===== src/rtl/erly_pkg.sv =====
// Shared constants for the early receive interrupt generator.
// Assumes untagged Ethernet framing: 6-byte destination, 6-byte source,
// then the 2-byte Type/Length field sent most significant byte first.
package erly_pkg;
    localparam int HDR_BYTES = 14;    // bytes up to and including Type/Length
    localparam int ETYPE_MIN = 1536;  // smallest value read as an EtherType
    localparam int QW_BYTES  = 8;     // bytes per quadword
    localparam int TL_W      = 16;    // width of the Type/Length field
endpackage


===== src/rtl/erly_len_track.sv =====
// Frame length tracker. It follows the byte position of the current frame,
// captures the Type/Length field, and from then on keeps the count of bytes
// the frame still owes, presented as a quadword count rounded up.
// Assumes: sof and eof qualify only with byte_vld; bytes outside a frame are
// dropped; a length of 1536 or more marks the frame ineligible.
module erly_len_track #(
    parameter int HDR   = erly_pkg::HDR_BYTES,
    parameter int ETMIN = erly_pkg::ETYPE_MIN,
    parameter int QW    = erly_pkg::QW_BYTES,
    parameter int TL_W  = erly_pkg::TL_W,
    parameter int THR_W = 8
) (
    input  logic             clk,
    input  logic             rst_n,
    input  logic             byte_vld,
    input  logic             sof,
    input  logic             eof,
    input  logic [7:0]       rx_byte,
    output logic             upd,      // rem_qw was refreshed by the last byte
    output logic             elig,     // current frame carries a usable length
    output logic [THR_W-1:0] rem_qw,   // quadwords still to be received
    output logic             sof_acc   // a frame start is accepted this cycle
);
    localparam int HCNT_W = $clog2(HDR + 1);
    localparam int QW_SH  = $clog2(QW);

    logic              in_frame;
    logic [HCNT_W-1:0] hcnt;
    logic [HCNT_W-1:0] idx;
    logic [7:0]        tl_hi;
    logic [TL_W-1:0]   rem_b;
    logic [TL_W-1:0]   tl_val;
    logic [TL_W:0]     rem_sum;
    logic              accept;

    assign sof_acc = byte_vld && sof;
    assign accept  = byte_vld && (sof || in_frame);
    assign idx     = sof_acc ? '0 : hcnt;
    assign tl_val  = {tl_hi, rx_byte};

    // Frame-active flag: opens on an accepted sof, closes after eof.
    always_ff @(posedge clk) begin
        if (!rst_n)                in_frame <= 1'b0;
        else if (accept && eof)    in_frame <= 1'b0;
        else if (sof_acc)          in_frame <= 1'b1;
    end

    // Header byte position, saturating once the header is complete.
    always_ff @(posedge clk) begin
        if (!rst_n)                                   hcnt <= '0;
        else if (sof_acc)                             hcnt <= HCNT_W'(1);
        else if (accept && hcnt != HCNT_W'(HDR))      hcnt <= hcnt + 1'b1;
    end

    // Holds the upper byte of Type/Length until the lower byte arrives.
    always_ff @(posedge clk) begin
        if (!rst_n)                                   tl_hi <= '0;
        else if (accept && idx == HCNT_W'(HDR - 2))   tl_hi <= rx_byte;
    end

    // Remaining-byte counter, eligibility and refresh strobe.
    always_ff @(posedge clk) begin
        if (!rst_n) begin
            rem_b <= '0;
            elig  <= 1'b0;
            upd   <= 1'b0;
        end else begin
            upd <= 1'b0;
            if (accept && idx == HCNT_W'(HDR - 1)) begin
                rem_b <= tl_val;
                elig  <= (tl_val < TL_W'(ETMIN));
                upd   <= 1'b1;
            end else if (accept && idx == HCNT_W'(HDR)) begin
                rem_b <= (rem_b == '0) ? '0 : rem_b - 1'b1;
                upd   <= 1'b1;
            end else if (sof_acc) begin
                elig  <= 1'b0;
            end
        end
    end

    // Round the byte count up to whole quadwords.
    assign rem_sum = {1'b0, rem_b} + (TL_W + 1)'(QW - 1);
    assign rem_qw  = THR_W'(rem_sum >> QW_SH);
endmodule


===== src/rtl/erly_trigger.sv =====
// Compares the remaining quadword count with the threshold and fires at most
// once per frame. Assumes upd pulses for one cycle after each counted byte
// and that an accepted sof starts a new frame.
module erly_trigger #(
    parameter int THR_W = 8
) (
    input  logic             clk,
    input  logic             rst_n,
    input  logic             upd,
    input  logic             elig,
    input  logic [THR_W-1:0] rem_qw,
    input  logic             sof_acc,
    input  logic [THR_W-1:0] thr,
    output logic             fire
);
    logic fired;

    assign fire = upd && elig && (thr != '0) && (rem_qw == thr) && !fired;

    // Once-per-frame latch, re-armed by the next frame start.
    always_ff @(posedge clk) begin
        if (!rst_n)       fired <= 1'b0;
        else if (sof_acc) fired <= 1'b0;
        else if (fire)    fired <= 1'b1;
    end
endmodule


===== src/rtl/erly_csr.sv =====
// Software-visible state: the threshold register and the sticky status bit.
// A new event takes priority over a clear that lands on the same edge.
module erly_csr #(
    parameter int THR_W = 8
) (
    input  logic             clk,
    input  logic             rst_n,
    input  logic             thr_we,
    input  logic [THR_W-1:0] thr_wdata,
    input  logic             clr_early,
    input  logic             fire,
    output logic [THR_W-1:0] thr_q,
    output logic             early_sts
);
    // Threshold register, zero (disabled) out of reset.
    always_ff @(posedge clk) begin
        if (!rst_n)      thr_q <= '0;
        else if (thr_we) thr_q <= thr_wdata;
    end

    // Sticky status: set by an event, cleared by a write of one.
    always_ff @(posedge clk) begin
        if (!rst_n)         early_sts <= 1'b0;
        else if (fire)      early_sts <= 1'b1;
        else if (clr_early) early_sts <= 1'b0;
    end
endmodule


===== src/rtl/erly_rx_irq.sv =====
// Top of the early receive interrupt generator. It ties the length tracker,
// the once-per-frame trigger and the register pair together. The interrupt
// line is a level copy of the sticky status bit.
module erly_rx_irq #(
    parameter int THR_W = 8
) (
    input  logic             clk,
    input  logic             rst_n,
    input  logic             byte_vld,
    input  logic             sof,
    input  logic             eof,
    input  logic [7:0]       rx_byte,
    input  logic             thr_we,
    input  logic [THR_W-1:0] thr_wdata,
    output logic [THR_W-1:0] thr_rd,
    input  logic             clr_early,
    output logic             early_sts,
    output logic             irq
);
    logic             upd_w;
    logic             elig_w;
    logic             sof_acc_w;
    logic             fire_w;
    logic [THR_W-1:0] rem_qw_w;

    erly_len_track #(.THR_W(THR_W)) u_track (
        .clk(clk), .rst_n(rst_n), .byte_vld(byte_vld), .sof(sof), .eof(eof),
        .rx_byte(rx_byte), .upd(upd_w), .elig(elig_w), .rem_qw(rem_qw_w),
        .sof_acc(sof_acc_w)
    );

    erly_trigger #(.THR_W(THR_W)) u_trig (
        .clk(clk), .rst_n(rst_n), .upd(upd_w), .elig(elig_w), .rem_qw(rem_qw_w),
        .sof_acc(sof_acc_w), .thr(thr_rd), .fire(fire_w)
    );

    erly_csr #(.THR_W(THR_W)) u_csr (
        .clk(clk), .rst_n(rst_n), .thr_we(thr_we), .thr_wdata(thr_wdata),
        .clr_early(clr_early), .fire(fire_w), .thr_q(thr_rd),
        .early_sts(early_sts)
    );

    assign irq = early_sts;
endmodule


===== config.mk =====
export PLATFORM = sky130hd
export DESIGN_NAME = erly_rx_irq
export DESIGN_NICKNAME = d
export VERILOG_FILES = /design/src/rtl/erly_pkg.sv /design/src/rtl/erly_len_track.sv /design/src/rtl/erly_trigger.sv /design/src/rtl/erly_csr.sv /design/src/rtl/erly_rx_irq.sv
export SDC_FILE = /design/constraint.sdc
export NUM_CORES = 1
export LEC_CHECK = 0
export ABC_CLOCK_PERIOD_IN_PS = 2900
export CORE_MARGIN = 4
export CORE_UTILIZATION = 24
export DETAILED_ROUTE_END_ITERATION = 10
export GPL_TIMING_DRIVEN = 0
export HOLD_SLACK_MARGIN = 0.12
export SLEW_MARGIN = 20
export SYNTH_ARGS = -nofsm -noshare
export SYNTH_HDL_FRONTEND = slang
export SYNTH_HIERARCHICAL = 1
export SYNTH_SLANG_ARGS = --single-unit
export TNS_END_PERCENT = 50

===== constraint.sdc =====
create_clock -name clk -period 2.9 [get_ports clk]
set_input_delay 0.58 -clock clk [delete_from_list [all_inputs] [get_ports clk]]
set_output_delay 0.58 -clock clk [all_outputs]
set_load 0.02 [all_outputs]

# After elaboration in Yosys (flattened, before gate mapping)
# Index checks and enable logic that the tools add are counted.
# W data, S select, Z words.
# op_classes
n_reduce_logical	22
n_eq_ne	6
bitwise_logic	1
add_sub_neg	3
muxes	13
order_cmp	1
# ops
cell	count
$mux W16	3
$logic_not A16 Y1	1
$lt A16 B11 Y1 const B	1
$sub A16 B1 Y16 const B	1
$eq A4 B4 Y1 const B	3
$add A11 B3 Y11 const B	1
$logic_and A1 B1 Y1	11
$mux W1	9
$eq A8 B8 Y1	1
$reduce_bool A2 Y1	4
$reduce_bool A8 Y1	1
$add A4 B1 Y4 const B	1
$mux W4	1
$ne A4 B4 Y1 const B	1
$reduce_or A2 Y1	2
$ne A2 B1 Y1 const B	1
$reduce_and A2 Y1	1
$logic_not A1 Y1	1
$logic_or A1 B1 Y1	1
$not A1 Y1	1
# word_totals
out_inout_bits	10
regBits	41
elab_cells	56
in_bits	23

# Logic depth before layout (Yosys ltp)
# depth
word_depth	6
ltp_mapped	10
depth_no_buf	9

# Modules after synthesis
# Netlist, hierarchy kept.
# modules_own_cells
mod	cells_each	seq_area_each_um2	area_each_um2	instances
erly_len_track	229	620.6	1939.4	1
erly_csr	28	180.2	335.3	1
erly_trigger	23	20.0	197.7	1
erly_rx_irq	1	0.0	7.5	1

# Worst setup path after synthesis
# OpenSTA, ideal clock, no wires.
# synth_timing
kind	register to register
startpoint	register u_track.rem_b[0]
endpoint	register u_track.rem_b[0]
stages_incl_launch_ff	10
setup_ps	132
arrival_time_ps	1746
synth_period_minus_slack_ps	1878
required_ps	2768
n_path_buf	2
slack_ps	1022
cell_sequence	dfxtp_1 inv_1 ha_1 or4b_4 buf_6 nor3_4 a211oi_2 buf_6 mux2i_1 a21oi_1
# synth_between
elab_chain_cells	4
word_cells_on_any_way	5
classes_between	add/sub: 1; mux: 3; reduce/logical: 1
# synth_lines
element	line	text
from (decl)	erly_len_track.sv:31	logic [TL_W-1:0] rem_b;
from (signal assigned)	erly_len_track.sv:70	rem_b <= tl_val;
from (signal assigned)	erly_len_track.sv:74	rem_b <= (rem_b == '0) ? '0 : rem_b - 1'b1;
$sub A16 B1 Y16 / $logic_not A16 Y1 (equally long branches)	erly_len_track.sv:74	
$mux W16 *	erly_len_track.sv:74	
$mux W16 *	erly_len_track.sv:73	end else if (accept && idx == HCNT_W'(HDR)) begin
$mux W16 *	erly_len_track.sv:69	if (accept && idx == HCNT_W'(HDR - 1)) begin
# Mark *: on every way between the ends. The rest lies on a longest branch, timed or not. The select of a mux whose other input is x is not followed.
# A chain may end at the register's enable or synchronous reset.

# Worst setup path in the final report
# layout_timing
startpoint	input port byte_vld
endpoint	register u_track.rem_b[3]
# layout_between
elab_chain_cells	5
word_cells_on_any_way	9
classes_between	eq/ne: 2; mux: 2; reduce/logical: 5
# layout_lines
element	line	text
from (decl)	erly_rx_irq.sv:9	input logic byte_vld,
$logic_and A1 B1 Y1	erly_len_track.sv:36	assign sof_acc = byte_vld && sof;
$mux W4	erly_len_track.sv:38	assign idx = sof_acc ? '0 : hcnt;
$eq A4 B4 Y1, on equally long branches	erly_len_track.sv:69, erly_len_track.sv:73	
$logic_and A1 B1 Y1, on equally long branches	erly_len_track.sv:69, erly_len_track.sv:73	
$mux W16 / $reduce_bool A2 Y1 (equally long branches)	-	
# Parallel ways exist; a longest one is shown, timed or not.

==> impl_metrics.py <==
metrics = {
    "outcome": {
        "outcome": "complete, no violations",
    },
    "drt": {
        "ant_nets": 0,
        "post-route-drc-count": 0,
        "first_iter_violations": 156,
        "wl_um": 6160,
        "via_per_inst": 4.70,
        "vias": 2130,
        "avgRoutedWirePerCell_um": 13.6,
        "first_pass_iters": 4,
    },
    "sta": {
        "setup_viol": 0,
        "finClkSkew_ns": 0.00905,
        "hold_viol": 0,
        "finalMaxSlewViolations": 0,
        "rsz0062_at_grt": "no",
        "fin_crit_ns": 2.37,
        "period_share_pct": 81.8,
        "worst_slew_pin_slew_ns": 0.575,
        "layout_setup_ws_ns": 0.527,
        "setup-tns-final_ns": 0,
        "relSlewSlack_pct": 61.7,
        "fmax_mhz": 421,
    },
    "synth": {
        "synth_compound_area_share_pct": 17.7,
        "synth_area_leader_cell": "dfxtp_1",
        "synth_cells": 281,
        "synth_top_family_by_area": "simple AND/OR/NAND/NOR gates",
        "ys_seq_area_share_pct": 33.1,
        "synth_xor_area_share_pct": 11.3,
        "ys_types": 54,
        "yosys_warnings": 6,
        "synth_top_cell_area_share_pct": 33.1,
        "synth_edf_count": 0,
        "ys_seq_elements": 41,
        "avgSynthCellArea_um2": 8.83,
        "async_reset_ff_share_pct": 0,
        "syn_nets": 307,
        "synth_ff_type": "dfxtp_1",
        "muxShareOfSynthArea_pct": 7.27,
        "synth-simple-area-share_pct": 22.5,
        "syn_area_um2": 2480,
        "ys_top_cells_by_area": "dfxtp_1, mux2i_1, xnor2_1",
        "synthAdderAreaFrac_pct": 1.51,
    },
    "cells_and_area": {
        "fin_area_um2": 3040,
        "final_util_pct": 30.7,
        "diodes": 0,
        "final_common_cell": "dfxtp_1",
        "final_cell_mix": "dfxtp_1, clkdlybuf4s50_1, nand2_1",
        "fin_nets": 345,
        "area_growth_pct": 22.6,
        "drive_gt1_share_pct": 11.6,
    },
    "critical_path": {
        "crit_buf_inv": 3,
        "cp_max_fo": 10,
        "timing.critical_path.required_ns": 3.04,
        "cp_slowest_stage_delay_ns": 0.52,
        "worstPathArrival_ns": 2.51,
        "cp_top_family": "buffers and inverters",
        "crit_type": "in2reg",
        "endpoint_kind": "register",
        "start_kind": "primary input",
        "cp_slowest_cell": "clkdlybuf4s50_1",
        "path_cells": "clkdlybuf4s50_1 -> nand4_1 -> or3_1 -> clkbuf_1 -> buf_2 -> a22oi_1 -> o22ai_1",
    },
    "clock_network": {
        "cts_max_level": 2,
        "ctsResizeCount": 0,
        "post-cts-setup-buffers": 0,
        "cts.sinks": 41,
        "clk_latency_ns": 0.29,
        "clock-root-buffer": "clkbuf_8",
        "cts_tree": "done",
        "clk_pin_slew_ns": 0.07,
        "postCtsHoldBufs": 0,
        "numCtsBuffers": 5,
        "cts_buffer_depth": 2,
    },
    "power": {
        "internal_power_w": 0.000804,
        "power_frac_seq_pct": 53.8,
        "clock_power_share_pct": 33.5,
        "p_switching_w": 0.000280,
        "irDropWorstVdd_mv": 0.166,
        "p_sw_share_pct": 25.8,
        "p_comb_share_pct": 12.7,
        "power_per_cell_area_nw_per_um2": 357,
        "p_leak_nw": 1.09,
    },
    "global_route": {
        "grt_pass1_wl_um": 10500,
        "grt_usage_pct": 10.9,
        "grt_max_degree": 13,
        "grt_pass1_vias": 2227,
        "antenna_found_initial": 0,
        "grt_overflow": 0,
    },
    "placement": {
        "place_hpwl_um": 4650,
        "place_worst_setup_slack_ns": 0.230,
        "io_buffers": 31,
        "postPlaceCellArea_um2": 2960,
        "gp_congestion": 0.841,
    },
    "worst_hold_path": {
        "hold_path_class": "reg2reg",
    },
    "floorplanning": {
        "die_y_um": 110,
        "core_um2": 9910,
        "rows": 36,
        "die_w_um": 110,
        "start_util_pct": 25.0,
        "io_pins": 33,
        "fp.dieArea_um2": 12000,
    },
    "job": {
        "drv_cap": 0,
    },
}
==> power groups by stage <==
stage          combinational (W)  clock [W]  sequential, W
2_1_floorplan          0.0000645          0       0.000602
3_3_place_gp            0.000136          0       0.000596
3_5_place_dp            0.000138          0       0.000597
4_1_cts                 0.000138   0.000383       0.000583
5_1_grt                 0.000151   0.000403       0.000585
6_report                0.000138   0.000363       0.000583
==> stage by stage <==
step	std cells	hold WS (ns)	power (W)
6_report	453	0.511	0.00108
2_1_floorplan	281	0.461	0.000667
5_1_grt	453	0.537	0.00114
4_1_cts	453	0.513	0.00110
3_5_place_dp	445	0.493	0.000735
3_3_place_gp	445	0.493	0.000732
==> synth_stat cells, types with 5 or more instances <==
cell type  number
a21oi_1         9
a22o_1          5
a22oi_1        14
buf_2           6
buf_6           5
clkbuf_1        9
dfxtp_1        41
inv_1           6
mux2i_1        18
nand2_1        25
nand3_1         8
nand4_1         5
nor2_1         20
nor2b_1         9
nor3_1          7
nor4_1          5
o21ai_0         6
xnor2_1        20
xor2_1         12
==> layout make-up <==
class / count / area, um^2
inverters: 6 / 22.5
fillers: 1078 / 6870
clock buffers: 6 / 72.6
plain buffers: 24 / 143
clock inverters: 2 / 10.0
multi-input cells: 210 / 1490
flip-flops and latches: 41 / 821
repair buffers: 31 / 310
well taps: 133 / 166
==> flip-flops by register name, indices dropped and copies added (netlist names) <==
register	flops
u_csr/early_sts	1
u_csr/thr_q	8
u_track/elig	1
u_track/hcnt	4
u_track/in_frame	1
u_track/rem_b	16
u_track/tl_hi	8
u_track/upd	1
u_trig/fired	1
==> per-layer routing <==
metal | GRT usage (%) | routed length, um | vias up
met5 | 0 | 0 | -
met4 | 3.21 | 55 | 0
met3 | 2.41 | 373 | 8
met2 | 17.1 | 2660 | 58
met1 | 14.9 | 3060 | 990
li1 | - | - | 1074
==> worst paths after layout <==
path	endpoint	start	slack [ns]	cells after the start
hold reg to reg	u_trig/fired$_SDFFE_PP0P_	u_trig/fired$_SDFFE_PP0P_	0.51	2
hold / removal	u_trig/fired$_SDFFE_PP0P_	u_trig/fired$_SDFFE_PP0P_	0.51	2
setup / recovery	u_track/rem_b[3]$_SDFFE_PN0P_	byte_vld	0.53	7
setup reg to reg	u_csr/early_sts$_SDFFE_PN0P_	u_track/rem_b[0]$_SDFFE_PN0P_	0.76	9
==> worst min-delay path: stages (launching register included) <==
cell and delay (ns):
dfxtp_1 0.31, nand3b_1 0.10, o31ai_2 0.06
==> logic make-up after synthesis <==
group                      count (synthesis)
and+or+nand+nor                          100
AOI/OAI and AO/OA                         57
DFF                                       41
xor gates and xnor gates                  32
buffers and inverters                     30
muxes                                     18
adders and majority gates                  3
No activity file was read; power rests on OpenSTA's default activity.
